$ cat src/rtl/sup_spr_bank.sv
module sup_spr_bank #(
  parameter int DATA_W   = 32,
  parameter int IDX_W    = 4,
  parameter int STAT_IDX = 0,
  parameter int EPC_IDX  = 1,
  parameter int ESR_IDX  = 2,
  parameter int SUP_BIT  = 0
) (
  input  logic              clk,
  input  logic              rst_n,
  input  logic [IDX_W-1:0]  idx,
  input  logic              wr_en,
  input  logic [DATA_W-1:0] wr_data,
  input  logic              rd_en,
  output logic [DATA_W-1:0] rd_data,
  input  logic              rfe,
  output logic [DATA_W-1:0] next_pc,
  output logic              priv_viol
);

  localparam logic [IDX_W-1:0]  A_STAT   = IDX_W'(STAT_IDX);
  localparam logic [IDX_W-1:0]  A_EPC    = IDX_W'(EPC_IDX);
  localparam logic [IDX_W-1:0]  A_ESR    = IDX_W'(ESR_IDX);
  localparam logic [DATA_W-1:0] STAT_RST = DATA_W'(1) << SUP_BIT;

  logic [DATA_W-1:0] stat_q, epc_q, esr_q;

  wire sup      = stat_q[SUP_BIT];
  wire hit_stat = (idx == A_STAT);
  wire hit_epc  = (idx == A_EPC);
  wire hit_esr  = (idx == A_ESR);
  wire wr_ok    = wr_en & sup;

  always_ff @(posedge clk or negedge rst_n) begin
    if (!rst_n) begin
      stat_q <= STAT_RST;
      epc_q  <= '0;
      esr_q  <= '0;
    end else begin
      if (rfe)
        stat_q <= esr_q;
      else if (wr_ok && hit_stat)
        stat_q <= wr_data;
      if (wr_ok && hit_epc) epc_q <= wr_data;
      if (wr_ok && hit_esr) esr_q <= wr_data;
    end
  end

  always_comb begin
    rd_data = '0;
    if (rd_en && sup) begin
      if (hit_stat)     rd_data = stat_q;
      else if (hit_epc) rd_data = epc_q;
      else if (hit_esr) rd_data = esr_q;
    end
  end

  assign next_pc   = epc_q;
  assign priv_viol = (wr_en | rd_en) & ~sup;

  // Refused write leaves every register untouched
  assert_user_write_blocked_R3: assert property (@(posedge clk) disable iff (!rst_n)
    (wr_en && !sup && !rfe) |=> (stat_q == $past(stat_q) && epc_q == $past(epc_q) && esr_q == $past(esr_q)));

  assert_user_read_zero_R4: assert property (@(posedge clk) disable iff (!rst_n)
    (rd_en && !sup) |-> (rd_data == '0 && priv_viol));

  assert_viol_only_user_R5: assert property (@(posedge clk) disable iff (!rst_n)
    priv_viol |-> (rd_data == '0 && (rd_en || wr_en)));

  assert_sup_write_epc_R2: assert property (@(posedge clk) disable iff (!rst_n)
    (wr_en && sup && hit_epc) |=> (next_pc == $past(wr_data)));

  assert_rfe_restore_R7: assert property (@(posedge clk) disable iff (!rst_n)
    rfe |=> (stat_q == $past(esr_q)));

  assert_rfe_beats_write_R8: assert property (@(posedge clk) disable iff (!rst_n)
    (rfe && wr_en && sup && hit_stat) |=> (stat_q == $past(esr_q)));

  assert_unimpl_quiet_R9: assert property (@(posedge clk) disable iff (!rst_n)
    (rd_en && sup && !hit_stat && !hit_epc && !hit_esr) |-> (rd_data == '0 && !priv_viol));

endmodule

$ cat config.mk
export PLATFORM = sky130hd
export DESIGN_NAME = sup_spr_bank
export DESIGN_NICKNAME = d
export VERILOG_FILES = /design/src/rtl/sup_spr_bank.sv
export SDC_FILE = /design/constraint.sdc
export NUM_CORES = 1
export LEC_CHECK = 0
export BUFFER_PORTS_ARGS = -buffer_cell sky130_fd_sc_hd__buf_2
export CELL_PAD_IN_SITES_DETAIL_PLACEMENT = 1
export CELL_PAD_IN_SITES_GLOBAL_PLACEMENT = 1
export CORE_MARGIN = 8
export CORE_UTILIZATION = 46
export CTS_BUF_LIST = sky130_fd_sc_hd__clkbuf_4 sky130_fd_sc_hd__clkbuf_8 sky130_fd_sc_hd__clkbuf_16
export DETAILED_ROUTE_END_ITERATION = 7
export GPL_TIMING_DRIVEN = 0
export MAX_ROUTING_LAYER = met4
export PLACE_DENSITY_LB_ADDON = 0.1
export SETUP_SLACK_MARGIN = 0.4
export SYNTH_ARGS = -nofsm -noshare
export SYNTH_HDL_FRONTEND = slang
export SYNTH_SLANG_ARGS = --single-unit
$ cat constraint.sdc
create_clock -name clk -period 6.4 [get_ports clk]
set_input_delay 1.6 -clock clk [delete_from_list [all_inputs] [get_ports clk]]
set_output_delay 1.6 -clock clk [all_outputs]
set_load 0.01 [all_outputs]
==> results of run 1 <==
-- area by class of cell --
type	instances	share of cell area
timing repair buffer	103	0.0911
inverter	32	0.0202
buffer	49	0.0428
tap	140	0.0295
clock inverter	2	0.00632
antenna	1	0.000422
clock buffer	14	0.0293
sequential	96	0.405
multi-input combinational	267	0.375
-- stage by stage --
stage	total power [W]	hold WS, ns	util	std cells
floorplan	0.000691	0.462	-	444
global placement	0.000743	0.477	0.530	686
detailed placement	0.000751	0.489	0.532	687
CTS	0.00118	0.510	0.552	703
global route	0.00121	0.530	0.552	704
finish	0.00118	0.508	0.552	704
-- worst max-delay path: stages --
cell	delay, ns
sky130_fd_sc_hd__buf_2	0.12
sky130_fd_sc_hd__nor2_1	0.17
sky130_fd_sc_hd__and3_1	0.17
sky130_fd_sc_hd__clkbuf_1	0.25
sky130_fd_sc_hd__clkbuf_1	0.49
sky130_fd_sc_hd__o311a_1	0.30
sky130_fd_sc_hd__buf_2	0.14
-- worst paths after layout --
path                       slack (ns)          end  startpoint
max                              1.56   rd_data[3]      idx[3]
min                              0.51     esr_q[7]    esr_q[7]
max reg2reg                      4.53   stat_q[24]   stat_q[0]
min reg2reg                      0.51     esr_q[7]    esr_q[7]
max in group asynchronous        4.49    stat_q[0]       rst_n
min in group asynchronous        1.18  next_pc[16]       rst_n
-- report_power, final --
part | switching [W] | internal [W] | total (W)
registers | 0.00000731 | 0.000619 | 0.000627
clock network | 0.000226 | 0.000216 | 0.000442
logic | 0.0000765 | 0.0000372 | 0.000114
total | 0.000309 | 0.000873 | 0.00118
-- Yosys cell counts --
| master | instances | share of area |
|---|---|---|
| sky130_fd_sc_hd__buf_2 | 5 | 0.0050 |
| sky130_fd_sc_hd__or3_1 | 1 | 0.0013 |
| sky130_fd_sc_hd__o21ai_0 | 32 | 0.032 |
| sky130_fd_sc_hd__mux2_2 | 33 | 0.074 |
| sky130_fd_sc_hd__dfstp_2 | 1 | 0.0052 |
| sky130_fd_sc_hd__a31oi_1 | 31 | 0.039 |
| sky130_fd_sc_hd__nor2_8 | 1 | 0.0040 |
| sky130_fd_sc_hd__nand3b_1 | 1 | 0.0015 |
| sky130_fd_sc_hd__o31ai_1 | 1 | 0.0015 |
| sky130_fd_sc_hd__nand2_1 | 1 | 0.00075 |
| sky130_fd_sc_hd__clkbuf_1 | 39 | 0.029 |
| sky130_fd_sc_hd__nor2_1 | 3 | 0.0022 |
| sky130_fd_sc_hd__and3_1 | 1 | 0.0013 |
| sky130_fd_sc_hd__nand3_1 | 1 | 0.0010 |
| sky130_fd_sc_hd__nand3_2 | 1 | 0.0020 |
| sky130_fd_sc_hd__buf_12 | 3 | 0.012 |
| sky130_fd_sc_hd__nor3_1 | 1 | 0.0010 |
| sky130_fd_sc_hd__o21a_1 | 1 | 0.0015 |
| sky130_fd_sc_hd__o311a_1 | 31 | 0.062 |
| sky130_fd_sc_hd__buf_6 | 2 | 0.0045 |
| sky130_fd_sc_hd__and3b_1 | 1 | 0.0017 |
| sky130_fd_sc_hd__mux2_4 | 30 | 0.090 |
| sky130_fd_sc_hd__dfrtp_1 | 95 | 0.47 |
| sky130_fd_sc_hd__inv_1 | 32 | 0.024 |
| sky130_fd_sc_hd__o22ai_1 | 31 | 0.039 |
| sky130_fd_sc_hd__mux2_1 | 1 | 0.0022 |
| sky130_fd_sc_hd__a22oi_1 | 31 | 0.046 |
| sky130_fd_sc_hd__nor2b_1 | 32 | 0.040 |
| sky130_fd_sc_hd__a21oi_1 | 1 | 0.0010 |
-- flip-flops by register name (all words and copies together), names as in the netlist --
| signal | flops |
|---|---|
| stat_q | 32 |
| esr_q | 32 |
| next_pc | 32 |
-- cells by family (layout without fill, tap and decap cells) --
| family | Yosys count | count (layout) | synth area share |
|---|---|---|---|
| AO/OA/AOI/OAI | 159 | 159 | 0.222 |
| flip-flops | 96 | 96 | 0.480 |
| buffers and inverters | 81 | 200 | 0.0747 |
| multiplexers | 64 | 64 | 0.166 |
| AND/OR/NAND/NOR | 44 | 44 | 0.0567 |
| other | 0 | 1 | 0 |
-- cell usage in the layout (no fill, tap or decap), types with 11 or more instances in the layout --
master	instances
sky130_fd_sc_hd__buf_2	106
sky130_fd_sc_hd__dfrtp_1	95
sky130_fd_sc_hd__clkbuf_1	39
sky130_fd_sc_hd__mux2_2	33
sky130_fd_sc_hd__inv_1	32
sky130_fd_sc_hd__nor2b_1	32
sky130_fd_sc_hd__o21ai_0	32
sky130_fd_sc_hd__o22ai_1	31
sky130_fd_sc_hd__o311a_1	31
sky130_fd_sc_hd__a31oi_1	31
sky130_fd_sc_hd__a22oi_1	31
sky130_fd_sc_hd__mux2_4	30
sky130_fd_sc_hd__clkbuf_8	11
-- per-layer routing --
layer | track usage | wire [um]
met1 | 0.296 | 7100
met2 | 0.375 | 8070
met3 | 0.0364 | 942
met4 | 0.0851 | 296
met5 | - | 0
==> impl_metrics.prom, run 1 <==
# TYPE chip_impl_metric gauge
chip_impl_info{name="status",value="complete, no violations"} 1
chip_impl_info{name="worstSetupStartpointType",value="input pin"} 1
chip_impl_metric{name="grt_pass1_vias",unit=""} 4722
chip_impl_metric{name="seq_area_frac_synth",unit=""} 0.480
chip_impl_metric{name="max_freq",unit="MHz"} 207
chip_impl_metric{name="placed_area",unit="mm^2"} 0.00572
chip_impl_metric{name="cts_post_setup_buffers_inserted",unit=""} 0
chip_impl_metric{name="arrival",unit="ns"} 3.24
chip_impl_metric{name="post_cts_sizing",unit=""} 0
chip_impl_metric{name="dieWidth",unit="um"} 120
chip_impl_info{name="worst_setup_path_type",value="in -> out"} 1
chip_impl_metric{name="io-pin-count",unit=""} 106
chip_impl_metric{name="setup_viol_count_final",unit=""} 0
chip_impl_metric{name="syn-num-nets",unit=""} 485
chip_impl_metric{name="ys_ff_latch",unit=""} 96
chip_impl_info{name="grt_setup_unrepaired",value="false"} 1
chip_impl_metric{name="drtAntennaViolNets",unit=""} 0
chip_impl_metric{name="design.core.area",unit="mm^2"} 0.0107
chip_impl_metric{name="clock_sinks",unit=""} 96
chip_impl_metric{name="mappedNetlistArea",unit="mm^2"} 0.00501
chip_impl_metric{name="number_of_antenna_violations_at_the_first_check_in_global_routing",unit=""} 1
chip_impl_metric{name="final.period_utilization",unit=""} 0.756
chip_impl_metric{name="clkSlewWorstSetupHoldPaths",unit="ns"} 0.10
chip_impl_metric{name="syn_area_per_cell",unit="um^2"} 11.3
chip_impl_info{name="root_buffer",value="sky130_fd_sc_hd__clkbuf_8"} 1
chip_impl_metric{name="number_of_input_and_output_port_buffers_inserted",unit=""} 102
chip_impl_info{name="cts_tree",value="done"} 1
chip_impl_metric{name="floorplan.initialDensity",unit=""} 0.466
chip_impl_metric{name="grt_max_degree",unit=""} 63
chip_impl_metric{name="grt_util_overall",unit=""} 0.234
chip_impl_metric{name="floorplan.die_area",unit="mm^2"} 0.0145
chip_impl_metric{name="maxCapViolCount",unit=""} 0
chip_impl_metric{name="fin_worst_skew",unit="ns"} 0.00892
chip_impl_metric{name="ff2ff_path_depth",unit=""} 5
chip_impl_metric{name="synthDistinctLibCells",unit=""} 29
chip_impl_metric{name="multi_input_area",unit="mm^2"} 0.00223
chip_impl_metric{name="yosysWarnings",unit=""} 0
chip_impl_info{name="critPathCaptureType",value="primary output"} 1
chip_impl_metric{name="routed-via-count",unit=""} 4225
chip_impl_metric{name="totalWireLength",unit="um"} 16400
chip_impl_info{name="holdCritPathClass",value="reg -> reg"} 1
chip_impl_metric{name="core.rowCount",unit=""} 38
chip_impl_metric{name="num-nets-final",unit=""} 599
chip_impl_metric{name="hold_viol",unit=""} 0
chip_impl_metric{name="cts.path.max_buffers",unit=""} 2
chip_impl_metric{name="finalCriticalPeriod",unit="ns"} 4.84
chip_impl_metric{name="wl_per_cell",unit="um"} 23.3
chip_impl_metric{name="fillers",unit=""} 1207
chip_impl_metric{name="drc",unit=""} 0
chip_impl_metric{name="layout_setup_ws",unit="ns"} 1.56
chip_impl_metric{name="grt_first_pass_wirelength",unit="um"} 25900
chip_impl_metric{name="detailedRoute.firstPassIterationCount",unit=""} 5
chip_impl_metric{name="post_route_cells_drive_above_1_share",unit=""} 0.346
chip_impl_metric{name="global_route.overflow_total",unit=""} 0
chip_impl_metric{name="total_cts_buffers",unit=""} 9
chip_impl_metric{name="clk_latency",unit="ns"} 0.37
chip_impl_metric{name="finalWeightedCongestion",unit=""} 0.822
chip_impl_metric{name="timing.hold.worst_path_depth",unit=""} 1
chip_impl_metric{name="place_ws",unit="ns"} 1.56
chip_impl_metric{name="cts_htree_levels",unit=""} 3
chip_impl_metric{name="required",unit="ns"} 4.80
chip_impl_metric{name="leakagePower",unit="nW"} 2.86
chip_impl_metric{name="slew_headroom",unit=""} 0.563
chip_impl_metric{name="report.final.slew_viol_count",unit=""} 0
chip_impl_metric{name="final_area",unit="mm^2"} 0.00594
chip_impl_metric{name="vdd_drop_max",unit="uV"} 87.0
chip_impl_metric{name="drt-vias-per-instance",unit=""} 6.00
chip_impl_metric{name="netlist_instances",unit=""} 444
chip_impl_metric{name="die_y",unit="um"} 120
chip_impl_metric{name="crit_path_max_fanout",unit=""} 10
chip_impl_metric{name="violation_count_after_the_first_detailed_routing_iteration",unit=""} 285
chip_impl_metric{name="seqCellArea",unit="mm^2"} 0.00240
chip_impl_metric{name="area_added_between_synthesis_and_finish",unit="%"} 18.6
chip_impl_metric{name="power_density",unit="mW/mm^2"} 199
chip_impl_metric{name="ctsHoldBuffers",unit=""} 0
chip_impl_metric{name="worstMarginPinSlew",unit="ns"} 0.655
chip_impl_metric{name="fin_setup_tns",unit="ns"} 0
chip_impl_metric{name="dp_hpwl",unit="um"} 11300
(Power assumes the default switching activity.)
==> inputs of run 2 (changes only) <==
--- a/config.mk
+++ b/config.mk
@@ -9,7 +9,7 @@
 export CELL_PAD_IN_SITES_DETAIL_PLACEMENT = 1
 export CELL_PAD_IN_SITES_GLOBAL_PLACEMENT = 1
 export CORE_MARGIN = 8
-export CORE_UTILIZATION = 46
+export CORE_UTILIZATION = 43
 export CTS_BUF_LIST = sky130_fd_sc_hd__clkbuf_4 sky130_fd_sc_hd__clkbuf_8 sky130_fd_sc_hd__clkbuf_16
 export DETAILED_ROUTE_END_ITERATION = 7
 export GPL_TIMING_DRIVEN = 0
==> constraint.sdc (replaced) <==
create_clock -name clk -period 4.5 [get_ports clk]
set_input_delay 1.125 -clock clk [delete_from_list [all_inputs] [get_ports clk]]
set_output_delay 1.125 -clock clk [all_outputs]
set_load 0.01 [all_outputs]
==> impl_metrics.prom, run 2 (synthesized netlist as in run 1, its figures left out) <==
# TYPE chip_impl_metric gauge
chip_impl_metric{name="dp_hpwl",unit="um"} 11300
chip_impl_metric{name="floorplan.die_area",unit="mm^2"} 0.0154
chip_impl_metric{name="post_cts_sizing",unit=""} 0
chip_impl_metric{name="setup_viol_count_final",unit=""} 0
chip_impl_metric{name="cts.path.max_buffers",unit=""} 2
chip_impl_info{name="worst_setup_path_type",value="in -> out"} 1
chip_impl_metric{name="number_of_antenna_violations_at_the_first_check_in_global_routing",unit=""} 0
chip_impl_metric{name="power_frac_clock",unit=""} 0.439
chip_impl_metric{name="grt_util_overall",unit=""} 0.224
chip_impl_metric{name="area_added_between_synthesis_and_finish",unit="%"} 20.7
chip_impl_info{name="critPathCaptureType",value="primary output"} 1
chip_impl_metric{name="total_cts_buffers",unit=""} 9
chip_impl_metric{name="grt_max_degree",unit=""} 52
chip_impl_metric{name="finalCriticalPeriod",unit="ns"} 3.89
chip_impl_info{name="grt_setup_unrepaired",value="false"} 1
chip_impl_metric{name="worstMarginPinSlew",unit="ns"} 0.719
chip_impl_metric{name="totalWireLength",unit="um"} 16300
chip_impl_metric{name="die_y",unit="um"} 124
chip_impl_info{name="commonest_cells_after_routing_fill_and_taps_aside",value="sky130_fd_sc_hd__buf_2, sky130_fd_sc_hd__dfrtp_1, sky130_fd_sc_hd__clkbuf_1"} 1
chip_impl_metric{name="slew_headroom",unit=""} 0.520
chip_impl_metric{name="leakagePower",unit="nW"} 2.91
chip_impl_metric{name="hold_viol",unit=""} 0
chip_impl_metric{name="final.period_utilization",unit=""} 0.865
chip_impl_metric{name="switching_power",unit="W"} 0.000450
chip_impl_info{name="root_buffer",value="sky130_fd_sc_hd__clkbuf_16"} 1
chip_impl_info{name="status",value="complete, no violations"} 1
chip_impl_metric{name="drtAntennaViolNets",unit=""} 0
chip_impl_metric{name="grt_first_pass_wirelength",unit="um"} 25800
chip_impl_metric{name="post_route_cells_drive_above_1_share",unit=""} 0.346
chip_impl_metric{name="report.final.slew_viol_count",unit=""} 0
chip_impl_metric{name="fin_setup_tns",unit="ns"} 0
chip_impl_metric{name="routed-via-count",unit=""} 4211
chip_impl_metric{name="design.core.area",unit="mm^2"} 0.0114
chip_impl_metric{name="clkSlewWorstSetupHoldPaths",unit="ns"} 0.06
chip_impl_metric{name="antenna_cells_inserted",unit=""} 0
chip_impl_metric{name="wl_per_cell",unit="um"} 23.1
chip_impl_metric{name="drt-vias-per-instance",unit=""} 5.96
chip_impl_metric{name="p_seq_frac",unit=""} 0.475
chip_impl_metric{name="num-nets-final",unit=""} 599
chip_impl_metric{name="arrival",unit="ns"} 2.77
chip_impl_metric{name="vdd_drop_max",unit="uV"} 191
chip_impl_info{name="holdCritPathClass",value="reg -> reg"} 1
chip_impl_info{name="path_cells",value="buf_2, nor2_1, and3_1, clkbuf_1, clkbuf_1, o311a_1, buf_2"} 1
chip_impl_metric{name="clk_latency",unit="ns"} 0.35
chip_impl_metric{name="max_stage_delay",unit="ns"} 0.48
chip_impl_metric{name="power_density",unit="mW/mm^2"} 310
chip_impl_metric{name="io-pin-count",unit=""} 106
chip_impl_metric{name="floorplan.initialDensity",unit=""} 0.440
chip_impl_info{name="cts_tree",value="done"} 1
chip_impl_metric{name="detailedRoute.firstPassIterationCount",unit=""} 5
chip_impl_metric{name="core.rowCount",unit=""} 39
chip_impl_metric{name="clock_sinks",unit=""} 96
chip_impl_metric{name="grt_pass1_vias",unit=""} 4713
chip_impl_metric{name="ctsHoldBuffers",unit=""} 0
chip_impl_metric{name="fillers",unit=""} 1273
chip_impl_info{name="layout_commonest_cell",value="sky130_fd_sc_hd__buf_2"} 1
chip_impl_metric{name="violation_count_after_the_first_detailed_routing_iteration",unit=""} 235
chip_impl_info{name="worstSetupStartpointType",value="input pin"} 1
chip_impl_metric{name="dieWidth",unit="um"} 124
chip_impl_metric{name="swShare",unit=""} 0.240
chip_impl_metric{name="drc",unit=""} 0
chip_impl_metric{name="maxCapViolCount",unit=""} 0
chip_impl_metric{name="cts_htree_levels",unit=""} 3
chip_impl_metric{name="comb_power_share",unit=""} 0.086
chip_impl_metric{name="required",unit="ns"} 3.38
chip_impl_metric{name="int_power",unit="W"} 0.00143
chip_impl_info{name="worst_path_cell_with_the_longest_stage_delay",value="sky130_fd_sc_hd__clkbuf_1"} 1
chip_impl_metric{name="number_of_input_and_output_port_buffers_inserted",unit=""} 102
chip_impl_metric{name="cts_post_setup_buffers_inserted",unit=""} 0
chip_impl_metric{name="utilization",unit=""} 0.531
chip_impl_metric{name="max_freq",unit="MHz"} 257
chip_impl_metric{name="fin_worst_skew",unit="ns"} 0.00844
chip_impl_metric{name="global_route.overflow_total",unit=""} 0
chip_impl_metric{name="finalWeightedCongestion",unit=""} 0.807
chip_impl_metric{name="crit_path_max_fanout",unit=""} 10
-- run 2: changes by cell type in the layout (fill, tap and decap cells not counted), sizes merged --
cell,delta
clkbuf,-4
clkinv,+4
bufinv,+1
clkinvlp,-1
diode,-1
-- run 2: power by group through the flow --
stage | logic, W | registers (W) | clock network [W]
6_report | 0.000161 | 0.000892 | 0.000823
5_1_grt | 0.000178 | 0.000893 | 0.000868
4_1_cts | 0.000162 | 0.000891 | 0.000839
3_5_place_dp | 0.000160 | 0.000907 | 0
3_3_place_gp | 0.000151 | 0.000906 | 0
2_1_floorplan | 0.0000787 | 0.000904 | 0
-- run 2: area by class of cell --
cell class | count | area (um^2) | share of cell area
buffer | 49 | 254 | 0.0420
clock buffer | 10 | 233 | 0.0385
clock inverter | 6 | 83.8 | 0.0139
inverter | 32 | 120 | 0.0199
multi-input combinational | 267 | 2230 | 0.369
sequential | 96 | 2400 | 0.398
tap | 143 | 179 | 0.0296
timing repair buffer | 103 | 541 | 0.0895
-- run 2: worst max-delay path: cells and delay by family --
| kind | cells | cell delay, ns |
|---|---|---|
| simple gates | 2 | 0.34 |
| compound gates | 1 | 0.30 |
| buf+inv | 4 | 0.99 |
-- run 2: per-stage QoR --
step                instances  setup WS [ns]  cell area [um^2]  hold WS, ns  total power, W
global placement          689          0.667              5700        0.476         0.00106
global route              706          0.530              6040        0.519         0.00194
CTS                       706          0.632              6040        0.509         0.00189
finish                    706          0.610              6040        0.509         0.00188
detailed placement        690          0.651              5730        0.494         0.00107
floorplan                 444           1.16              5010        0.462        0.000983
-- run 2: path summary, 6_finish.rpt --
| kind | start | to | slack, ns | cells past startpoint |
|---|---|---|---|---|
| worst max-delay path | idx[3] | rd_data[13] | 0.61 | 7 |
| worst min-delay path | esr_q[29] | esr_q[29] | 0.51 | 1 |
| worst max register to register | stat_q[0] | stat_q[9] | 2.65 | 5 |
| worst min register to register | esr_q[29] | esr_q[29] | 0.51 | 1 |
| max in group asynchronous | rst_n | stat_q[0] | 2.98 | 2 |
| min in group asynchronous | rst_n | esr_q[17] | 0.79 | 1 |
-- run 2: layer usage --
metal,global-route usage,share of wire,vias up
met4,0.0833,0.017,0
met5,-,0,-
met3,0.0335,0.049,20
met1,0.292,0.46,2166
li1,-,-,1894
met2,0.349,0.48,131
==> inputs of run 3 (changes only) <==
--- a/config.mk
+++ b/config.mk
@@ -14,7 +14,7 @@
 export DETAILED_ROUTE_END_ITERATION = 7
 export GPL_TIMING_DRIVEN = 0
 export MAX_ROUTING_LAYER = met4
-export PLACE_DENSITY_LB_ADDON = 0.1
+export PLACE_DENSITY_LB_ADDON = 0.12
 export SETUP_SLACK_MARGIN = 0.4
 export SYNTH_ARGS = -nofsm -noshare
 export SYNTH_HDL_FRONTEND = slang
==> impl_metrics.prom, run 3 (synthesized netlist as in run 1, its figures left out) <==
# TYPE chip_impl_metric gauge
chip_impl_info{name="r2r-start",value="stat_q[0]"} 1
chip_impl_metric{name="die_y",unit="um"} 124
chip_impl_metric{name="fillers",unit=""} 1270
chip_impl_info{name="crit_family",value="buffers and inverters"} 1
chip_impl_metric{name="clock_sinks",unit=""} 96
chip_impl_metric{name="post_route_cells_drive_above_1_share",unit=""} 0.346
chip_impl_metric{name="required",unit="ns"} 3.38
chip_impl_metric{name="leakagePower",unit="nW"} 2.90
chip_impl_metric{name="power_density",unit="mW/mm^2"} 299
chip_impl_metric{name="swShare",unit=""} 0.246
chip_impl_metric{name="grt_max_degree",unit=""} 59
chip_impl_metric{name="finalCriticalPeriod",unit="ns"} 3.93
chip_impl_info{name="commonest_cells_after_routing_fill_and_taps_aside",value="sky130_fd_sc_hd__buf_2, sky130_fd_sc_hd__dfrtp_1, sky130_fd_sc_hd__clkbuf_1"} 1
chip_impl_metric{name="drt-vias-per-instance",unit=""} 5.99
chip_impl_metric{name="final.period_utilization",unit=""} 0.874
chip_impl_metric{name="post_cts_sizing",unit=""} 0
chip_impl_metric{name="number_of_antenna_violations_at_the_first_check_in_global_routing",unit=""} 0
chip_impl_info{name="root_buffer",value="sky130_fd_sc_hd__clkbuf_16"} 1
chip_impl_metric{name="ctsHoldBuffers",unit=""} 0
chip_impl_info{name="min-delay-start",value="esr_q[16]"} 1
chip_impl_metric{name="crit_path_max_fanout",unit=""} 10
chip_impl_info{name="holdCritPathClass",value="reg -> reg"} 1
chip_impl_metric{name="global_route.overflow_total",unit=""} 0
chip_impl_info{name="cts_tree",value="done"} 1
chip_impl_metric{name="int_power",unit="W"} 0.00136
chip_impl_metric{name="cts_post_setup_buffers_inserted",unit=""} 0
chip_impl_metric{name="clk_latency",unit="ns"} 0.35
chip_impl_metric{name="total_cts_buffers",unit=""} 9
chip_impl_metric{name="antenna_cells_inserted",unit=""} 0
chip_impl_metric{name="drc",unit=""} 0
chip_impl_metric{name="grt_first_pass_wirelength",unit="um"} 25700
chip_impl_metric{name="floorplan.initialDensity",unit=""} 0.440
chip_impl_metric{name="finalWeightedCongestion",unit=""} 0.811
chip_impl_metric{name="drtAntennaViolNets",unit=""} 0
chip_impl_info{name="worst_path_cell_with_the_longest_stage_delay",value="sky130_fd_sc_hd__clkbuf_1"} 1
chip_impl_metric{name="grt_pass1_vias",unit=""} 4634
chip_impl_metric{name="detailedRoute.firstPassIterationCount",unit=""} 4
chip_impl_metric{name="p_seq_frac",unit=""} 0.496
chip_impl_metric{name="area_added_between_synthesis_and_finish",unit="%"} 20.0
chip_impl_metric{name="seqCellArea",unit="mm^2"} 0.00240
chip_impl_metric{name="setup_viol_count_final",unit=""} 0
chip_impl_info{name="worst_setup_path_type",value="in -> out"} 1
chip_impl_metric{name="core.rowCount",unit=""} 39
chip_impl_metric{name="slew_headroom",unit=""} 0.531
chip_impl_metric{name="violation_count_after_the_first_detailed_routing_iteration",unit=""} 284
chip_impl_metric{name="wl_per_cell",unit="um"} 23.0
chip_impl_metric{name="utilization",unit=""} 0.528
chip_impl_metric{name="number_of_input_and_output_port_buffers_inserted",unit=""} 102
chip_impl_metric{name="multi_input_area",unit="mm^2"} 0.00223
chip_impl_metric{name="switching_power",unit="W"} 0.000442
chip_impl_metric{name="dieWidth",unit="um"} 124
chip_impl_metric{name="totalWireLength",unit="um"} 16200
chip_impl_metric{name="power_frac_clock",unit=""} 0.414
chip_impl_info{name="worstSetupStartpointType",value="input pin"} 1
chip_impl_metric{name="worst-r2r-setup-slack",unit="ns"} 2.68
chip_impl_metric{name="comb_power_share",unit=""} 0.089
chip_impl_metric{name="max_stage_delay",unit="ns"} 0.49
chip_impl_metric{name="fin_setup_tns",unit="ns"} 0
chip_impl_metric{name="cts_htree_levels",unit=""} 3
chip_impl_metric{name="cts.path.max_buffers",unit=""} 2
chip_impl_info{name="worst_setup_path_startpoint",value="idx[3]"} 1
chip_impl_metric{name="arrival",unit="ns"} 2.81
chip_impl_metric{name="dp_hpwl",unit="um"} 11200
chip_impl_metric{name="fin_worst_skew",unit="ns"} 0.00505
chip_impl_metric{name="vdd_drop_max",unit="uV"} 222
chip_impl_metric{name="design.core.area",unit="mm^2"} 0.0114
chip_impl_metric{name="floorplan.die_area",unit="mm^2"} 0.0154
chip_impl_metric{name="routed-via-count",unit=""} 4229
chip_impl_metric{name="num-nets-final",unit=""} 599
chip_impl_metric{name="worstMarginPinSlew",unit="ns"} 0.703
chip_impl_metric{name="max_freq",unit="MHz"} 254
chip_impl_metric{name="maxCapViolCount",unit=""} 0
chip_impl_metric{name="critical_path_buf_inv_count",unit=""} 4
chip_impl_metric{name="report.final.slew_viol_count",unit=""} 0
chip_impl_metric{name="grt_util_overall",unit=""} 0.226
chip_impl_info{name="grt_setup_unrepaired",value="false"} 1
chip_impl_metric{name="hold_viol",unit=""} 0
chip_impl_info{name="critPathCaptureType",value="primary output"} 1
chip_impl_metric{name="io-pin-count",unit=""} 106
chip_impl_info{name="path_cells",value="buf_2, nor2_1, and3_1, clkbuf_1, clkbuf_1, o311a_1, buf_2"} 1
chip_impl_info{name="status",value="complete, no violations"} 1
chip_impl_metric{name="clkSlewWorstSetupHoldPaths",unit="ns"} 0.07
chip_impl_info{name="layout_commonest_cell",value="sky130_fd_sc_hd__buf_2"} 1
chip_impl_metric{name="worst_hold_slack",unit="ns"} 0.507
[run 3: cell count changes in the layout (fill, tap and decap cells not counted)]
cell	previous run	this run
sky130_fd_sc_hd__clkbuf_8	0	1
sky130_fd_sc_hd__clkbuf_4	1	5
sky130_fd_sc_hd__clkinv_2	3	1
sky130_fd_sc_hd__bufinv_16	2	0
sky130_fd_sc_hd__clkinv_4	1	0
[run 3: layout make-up]
type / count / share of cell area
multi-input cells: 267 / 0.371
plain buffers: 49 / 0.0423
repair buffers: 103 / 0.0900
inverters: 32 / 0.0200
clock inverters: 1 / 0.000833
flip-flops and latches: 96 / 0.400
well taps: 143 / 0.0298
clock buffers: 15 / 0.0460
[run 3: routing by layer]
metal	part of all wire	global-route usage	vias to the layer above	routed length, um
met1	0.45	0.296	2198	7270
met3	0.057	0.0367	17	929
li1	-	-	1885	-
met4	0.016	0.0788	0	256
met2	0.48	0.350	129	7790
met5	0	-	-	0
[run 3: stage by stage]
stage	std cells	setup slack, ns	area, um^2	total power, W
floorplan	444	1.16	5010	0.000983
global placement	689	0.661	5700	0.00106
detailed placement	690	0.636	5730	0.00107
CTS	706	0.620	6010	0.00180
global route	706	0.534	6010	0.00186
finish	706	0.566	6010	0.00180
[run 3: worst register-to-register path: cells and delay by family (launching register included)]
| family | cells | cell delay (ns) |
|---|---|---|
| simple gates | 1 | 0.15 |
| buf+inv | 2 | 0.63 |
| compound gates | 2 | 0.37 |
| flops | 1 | 0.57 |
[run 3: path summary, 6_finish.rpt]
path                          endpoint  depth (start not counted)
min                          esr_q[16]                          1
max                        rd_data[13]                          7
min reg2reg                  esr_q[16]                          1
max in group asynchronous    stat_q[0]                          2
min in group asynchronous  next_pc[17]                          1
max reg2reg                 stat_q[19]                          5
[run 3: power groups by stage]
| stage | registers [W] | logic [W] | clock network [W] |
|---|---|---|---|
| after detailed placement | 0.000907 | 0.000160 | 0 |
| after floorplan | 0.000904 | 0.0000787 | 0 |
| final | 0.000892 | 0.000161 | 0.000745 |
| after CTS | 0.000892 | 0.000161 | 0.000750 |
| after global placement | 0.000906 | 0.000152 | 0 |
| after global routing | 0.000893 | 0.000178 | 0.000788 |
